### src/rtl/dac_tx_pkg.sv
package dac_tx_pkg;
  typedef enum logic {
    ST_IDLE = 1'b0,
    ST_BUSY = 1'b1
  } tx_state_e;

  localparam int BYTE_W = 8;
endpackage

### src/rtl/dac_tx_clkgen.sv
module dac_tx_clkgen #(
  parameter int SCK_DIV = 4
) (
  input  logic clk,
  input  logic rst_n,
  input  logic run,
  output logic tick
);
  localparam int HALF = SCK_DIV / 2;
  localparam int CW   = (HALF > 1) ? $clog2(HALF) : 1;
  localparam logic [CW-1:0] WRAP = CW'(HALF - 1);

  logic [CW-1:0] cnt_q, cnt_d;

  assign tick = run && (cnt_q == WRAP);

  always_comb begin
    cnt_d = cnt_q;
    if (!run || tick) cnt_d = '0;
    else              cnt_d = cnt_q + 1'b1;
  end

  always_ff @(posedge clk or negedge rst_n) begin
    if (!rst_n) cnt_q <= '0;
    else        cnt_q <= cnt_d;
  end
endmodule

### src/rtl/dac_tx_shifter.sv
module dac_tx_shifter #(
  parameter int BYTE_W = 8
) (
  input  logic              clk,
  input  logic              rst_n,
  input  logic              load,
  input  logic [BYTE_W-1:0] load_byte,
  input  logic              shift,
  output logic              sdo,
  output logic              last_bit
);
  localparam int LW = $clog2(BYTE_W + 1);
  localparam logic [LW-1:0] FULL = LW'(BYTE_W);
  localparam logic [LW-1:0] ONE  = LW'(1);

  logic [BYTE_W-1:0] sh_q, sh_d;
  logic [LW-1:0]     left_q, left_d;

  assign sdo      = sh_q[BYTE_W-1];
  assign last_bit = (left_q == ONE);

  always_comb begin
    sh_d   = sh_q;
    left_d = left_q;
    if (load) begin
      sh_d   = load_byte;
      left_d = FULL;
    end else if (shift) begin
      sh_d = {sh_q[BYTE_W-2:0], 1'b0};
      if (left_q != '0) left_d = left_q - 1'b1;
    end
  end

  always_ff @(posedge clk or negedge rst_n) begin
    if (!rst_n) begin
      sh_q   <= '0;
      left_q <= '0;
    end else if (load || shift) begin
      sh_q   <= sh_d;
      left_q <= left_d;
    end
  end
endmodule

### src/rtl/dac_tx_ctrl.sv
module dac_tx_ctrl
  import dac_tx_pkg::*;
#(
  parameter int CODE_W = 12,
  parameter int CTRL_W = 4,
  parameter logic [CTRL_W-1:0] CTRL_CODE = 4'b0011
) (
  input  logic              clk,
  input  logic              rst_n,
  input  logic              start,
  input  logic [CODE_W-1:0] code,
  input  logic              tick,
  input  logic              last_bit,
  output logic              run,
  output logic              sclk,
  output logic              load,
  output logic [BYTE_W-1:0] load_byte,
  output logic              shift
);
  localparam int FRAME_W = CTRL_W + CODE_W;
  localparam int NBYTES  = FRAME_W / BYTE_W;
  localparam int HP_END  = 2 * FRAME_W + 2;
  localparam int HPW     = $clog2(HP_END + 1);
  localparam int BW      = (NBYTES > 1) ? $clog2(NBYTES) : 1;
  localparam logic [HPW-1:0] HP_END_V  = HPW'(HP_END);
  localparam logic [HPW-1:0] HP_BITS_V = HPW'(2 * FRAME_W);
  localparam logic [HPW-1:0] HP_TWO_V  = HPW'(2);
  localparam logic [BW-1:0]  LAST_BYTE = BW'(NBYTES - 1);

  tx_state_e          state_q, state_d;
  logic [HPW-1:0]     hp_q, hp_d;
  logic [BW-1:0]      byte_q, byte_d;
  logic [FRAME_W-1:0] frame_q, frame_d;
  logic               sclk_q, sclk_d;
  logic [FRAME_W-1:0] new_frame;
  logic               fall_ev;

  assign new_frame = {CTRL_CODE, code};
  assign run       = (state_q == ST_BUSY);
  assign sclk      = sclk_q;
  assign fall_ev   = tick && !hp_q[0] && (hp_q >= HP_TWO_V) && (hp_q <= HP_BITS_V);

  always_comb begin
    state_d   = state_q;
    hp_d      = hp_q;
    byte_d    = byte_q;
    frame_d   = frame_q;
    sclk_d    = sclk_q;
    load      = 1'b0;
    shift     = 1'b0;
    load_byte = frame_q[FRAME_W-1 -: BYTE_W];
    if (state_q == ST_IDLE) begin
      if (start) begin
        state_d   = ST_BUSY;
        hp_d      = '0;
        byte_d    = '0;
        frame_d   = new_frame << BYTE_W;
        sclk_d    = 1'b0;
        load      = 1'b1;
        load_byte = new_frame[FRAME_W-1 -: BYTE_W];
      end
    end else if (tick) begin
      if (hp_q == HP_END_V) begin
        state_d = ST_IDLE;
        hp_d    = '0;
        sclk_d  = 1'b0;
      end else begin
        hp_d   = hp_q + 1'b1;
        sclk_d = hp_q[0] && (hp_q < HP_BITS_V);
      end
      if (fall_ev) begin
        if (last_bit && (byte_q != LAST_BYTE)) begin
          byte_d  = byte_q + 1'b1;
          frame_d = frame_q << BYTE_W;
          load    = 1'b1;
        end else begin
          shift = 1'b1;
        end
      end
    end
  end

  always_ff @(posedge clk or negedge rst_n) begin
    if (!rst_n) begin
      state_q <= ST_IDLE;
      hp_q    <= '0;
      byte_q  <= '0;
      frame_q <= '0;
      sclk_q  <= 1'b0;
    end else begin
      state_q <= state_d;
      hp_q    <= hp_d;
      byte_q  <= byte_d;
      frame_q <= frame_d;
      sclk_q  <= sclk_d;
    end
  end
endmodule

### src/rtl/dac_frame_tx.sv
module dac_frame_tx #(
  parameter int SCK_DIV = 4,
  parameter int CODE_W  = 12,
  parameter int CTRL_W  = 4,
  parameter logic [CTRL_W-1:0] CTRL_CODE = 4'b0011
) (
  input  logic              clk,
  input  logic              rst_n,
  input  logic              start,
  input  logic [CODE_W-1:0] code,
  output logic              busy,
  output logic              cs_n,
  output logic              sclk,
  output logic              mosi
);
  localparam int BW8 = dac_tx_pkg::BYTE_W;

  logic           run, tick, load, shift, last_bit;
  logic [BW8-1:0] load_byte;

  dac_tx_clkgen #(.SCK_DIV(SCK_DIV)) u_clk (
    .clk(clk), .rst_n(rst_n), .run(run), .tick(tick)
  );

  dac_tx_ctrl #(.CODE_W(CODE_W), .CTRL_W(CTRL_W), .CTRL_CODE(CTRL_CODE)) u_ctrl (
    .clk(clk), .rst_n(rst_n), .start(start), .code(code), .tick(tick),
    .last_bit(last_bit), .run(run), .sclk(sclk), .load(load),
    .load_byte(load_byte), .shift(shift)
  );

  dac_tx_shifter #(.BYTE_W(BW8)) u_shf (
    .clk(clk), .rst_n(rst_n), .load(load), .load_byte(load_byte),
    .shift(shift), .sdo(mosi), .last_bit(last_bit)
  );

  assign busy = run;
  assign cs_n = ~run;
endmodule

### config.mk
export PLATFORM = sky130hd
export DESIGN_NAME = dac_frame_tx
export DESIGN_NICKNAME = d
export VERILOG_FILES = /design/src/rtl/dac_tx_pkg.sv /design/src/rtl/dac_tx_clkgen.sv /design/src/rtl/dac_tx_shifter.sv /design/src/rtl/dac_tx_ctrl.sv /design/src/rtl/dac_frame_tx.sv
export SDC_FILE = /design/constraint.sdc
export NUM_CORES = 1
export LEC_CHECK = 0
export ABC_AREA = 0
export BUFFER_PORTS_ARGS = -buffer_cell sky130_fd_sc_hd__buf_2
export CORE_MARGIN = 2
export CORE_UTILIZATION = 55
export CTS_CLUSTER_SIZE = 24
export DETAILED_ROUTE_END_ITERATION = 8
export HOLD_SLACK_MARGIN = 0.15
export PLACE_DENSITY = 0.76
export SETUP_SLACK_MARGIN = 0.4
export SYNTH_ARGS = -nofsm -noshare
export SYNTH_HDL_FRONTEND = slang
export SYNTH_SLANG_ARGS = --single-unit
### constraint.sdc
create_clock -name clk -period 2.3 [get_ports clk]
set_input_delay 0.23 -clock clk [delete_from_list [all_inputs] [get_ports clk]]
set_output_delay 0.23 -clock clk [all_outputs]
set_load 0.05 [all_outputs]
==> key figures <==
Timing
  • Minimum period implied by the final worst setup slack: 2.04 ns
  • Endpoints failing setup: 0
  • Highest clock rate: 0.491 GHz
  • Tcrit/Tclk final: 0.886
  • Hold Slack: 0.166 ns
  • Setup TNS: 0 ns
  • Final hold vios: 0
  • Worst relative slew slack: 0.505
  • Skew final: 0.0131 ns
  • Unrepaired setup endpoints after global routing: true
  • Final Slew Violations: 0
  • Slew at the pin closest to its max-slew limit: 0.741 ns

GRT
  • Initial antenna violation count: 0
  • Largest net degree at the start of global routing: 31
  • Vias in the first global route: 1354
  • Total grt overflow: 0
  • GRT Util Overall: 0.241
  • First-pass GRT wire length: 6.02 mm

Synth
  • Syn Nets: 179
  • Yosys cell types: 43
  • FFs w/ async S/R, synth: 1.00
  • Sequential fraction of the synthesis area: 0.487
  • Post-synth EDFFs: 0
  • Post-synth top flop: dfrtp_1
  • Cell Area, Synth: 1540 um^2
  • Synth warn: 0
  • Number of synthesized register bits: 30
  • Largest area contributor in the netlist: dfrtp_1
  • Yosys top cell area share: 0.487
  • Cells after Synth: 159
  • Most instantiated cells after synthesis: dfrtp_1, nor2_1, nand2_1, nor3_1, a31oi_1
  • Largest cells by area after synthesis: dfrtp_1, nor2_1, nor3_1, ha_1, nand2_1
  • Avg Synthesized Cell Area: 9.69 um^2
  • Most common cell in the netlist: dfrtp_1

Clock tree
  • CTS root buf: clkbuf_4
  • CTS max path bufs: 2
  • CTS Buf Count: 5
  • Worst skew pair latency: 0.34 ns
  • H-tree levels: 2
  • CTS tree: done
  • CTS sink cnt: 30
  • Clk slew on worst S/H paths: 0.11 ns

Routing
  • WL/cell: 16.5 um
  • Antenna viol nets, final: 0
  • Via count: 1379
  • DRT iter0 DRCs: 68
  • Vias/cell: 6.13
  • Drt drc: 0
  • Initial DRT Pass Iterations: 5
  • WL final: 3.72 mm

Worst setup path
  • CP arrival: 2.27 ns
  • Crit end category: flip-flop
  • Largest stage delay, worst path: 0.48 ns
  • Crit path cell chain: inv_2 > ha_4 > or4b_4 > a221o_2 > buf_4 > nor2_4 > nor3_1
  • Required @ worst endpoint: 2.53 ns
  • Slowest-stage cell, CP: a221o_2
  • Crit Path Class: reg2reg
  • CP Launch Type: flip-flop
  • Worst Path Max Fanout: 7

Die
  • Initial Utilization: 0.569
  • Die Y: 56.9 um
  • IO Pins: 19
  • Die area: 3240 um^2
  • FP Rows: 19
  • Total core area: 2710 um^2
  • Die X: 56.9 um

Status
  • Status: completed

Hold path
  • Worst min path class: in2reg

Placement
  • Final GP Congestion: 0.828
  • DP HPWL: 2.31 mm
  • Port Buffers: 18

Pwr
  • Maximum vdd drop: 1.06 mV
  • Leakage power: 0.000884 uW
  • Cell area power density: 1450 nW/um^2

Cells and area
  • N_diodes: 0
  • Fraction of layout cells with a size suffix above 1: 0.320
  • Area Growth Syn to Fin: 28.8%
  • Nets: 213

Run
  • Max Cap Viol: 0
## logic make-up after synthesis
| group | Yosys count | synth area share |
|---|---|---|
| AOI/OAI and AO/OA | 41 | 0.209 |
| xor gates and xnor gates | 1 | 0.00568 |
| adders and majority gates | 5 | 0.0406 |
| buffers and inverters | 16 | 0.0471 |
| DFF | 30 | 0.487 |
| muxes | 1 | 0.00730 |
| and+or+nand+nor | 65 | 0.204 |
## metal layers
metal  wire length (um)  global-route usage  vias to the layer above
met5                  0                   0                        -
met4                 52               0.110                        0
met3                180              0.0522                        7
met2               1880               0.391                       45
met1               1600               0.311                      672
li1                   -                   -                      655
## critical path, delay by kind of cell, from the launching register on
kind,cells,cell delay (ns)
AND/OR/NAND/NOR,3,0.66
AO/OA/AOI/OAI,1,0.48
flip-flops,1,0.41
buffers and inverters,2,0.27
adder cells (fa/ha/maj),1,0.13
## registers in the layout, indices dropped and copies added (netlist names)
signal          flops
u_ctrl.byte_q       1
u_ctrl.sclk         1
u_clk.cnt_q         1
u_ctrl.hp_q         6
u_shf.sh_q          8
u_ctrl.run          1
u_shf.left_q        4
u_ctrl.frame_q      8
## final timing paths
check                                                start                        endpoint  slack (ns)  cells past startpoint
worst max-delay path            u_ctrl.hp_q[0]$_DFFE_PN0P_  u_ctrl.frame_q[15]$_DFFE_PN0P_        0.26                      7
worst max register to register  u_ctrl.hp_q[0]$_DFFE_PN0P_  u_ctrl.frame_q[15]$_DFFE_PN0P_        0.26                      7
worst min-delay path                              code[11]       u_shf.sh_q[3]$_DFFE_PN0P_        0.17                      2
min in group asynchronous                            rst_n       u_shf.sh_q[1]$_DFFE_PN0P_        0.45                      2
max in group asynchronous                            rst_n      u_ctrl.hp_q[4]$_DFFE_PN0P_        1.41                      2
worst min register to register   u_shf.sh_q[6]$_DFFE_PN0P_       u_shf.sh_q[6]$_DFFE_PN0P_        0.50                      1
## timing repair
| action | 4_1_cts | 5_1_grt |
|---|---|---|
| gates resized for setup | 5 | 13 |
| gates cloned | 1 | 0 |
| setup buffers | 5 | 2 |
| pin swaps | 5 | 8 |
| setup endpoints to repair | 21 | 22 |
| endpoints found under the hold margin | 36 | 0 |
| hold buffers | 7 | 0 |
## per-stage QoR
| stage | utilization | power, uW | instance area, um^2 | setup slack [ns] | std cells |
|---|---|---|---|---|---|
| 2_1_floorplan | - | 1770 | 1540 | 0.371 | 159 |
| 3_3_place_gp | 0.609 | 1970 | 1650 | 0.288 | 202 |
| 3_5_place_dp | 0.609 | 2030 | 1650 | 0.192 | 202 |
| 4_1_cts | 0.701 | 2710 | 1900 | 0.264 | 223 |
| 5_1_grt | 0.733 | 3070 | 1990 | 0.179 | 225 |
| 6_report | 0.733 | 2880 | 1990 | 0.263 | 225 |
## cell type report
| cell class | count | area [um^2] |
|---|---|---|
| inverter | 6 | 22.5 |
| clock inverter | 2 | 60.1 |
| clock buffer | 6 | 51.3 |
| tap | 31 | 38.8 |
| timing repair buffer | 36 | 250 |
| sequential | 30 | 751 |
| multi-input combinational | 114 | 812 |
| fill | 187 | 724 |
## power breakdown
group | total, uW | switching [uW] | leakage (uW) | internal, uW
clock | 563 | 195 | 0.0000585 | 368
sequential | 989 | 222 | 0.000354 | 766
combinational | 1330 | 726 | 0.000472 | 605
total | 2880 | 1140 | 0.000884 | 1740
## cells in the final DEF (no fill, tap or decap), types with 3 or more instances in the layout
| master | n |
|---|---|
| dfrtp_1 | 30 |
| nor2_1 | 18 |
| buf_2 | 18 |
| nand2_1 | 16 |
| buf_4 | 9 |
| nor3_1 | 7 |
| nor3_2 | 7 |
| dlygate4sd3_1 | 7 |
| nand3_1 | 6 |
| a31oi_1 | 6 |
| o21ai_0 | 5 |
| clkbuf_4 | 5 |
| inv_1 | 4 |
| a211oi_1 | 4 |
| a21oi_1 | 4 |
| ha_1 | 4 |
| o221a_2 | 3 |
Power figures use the tool's default switching activity.
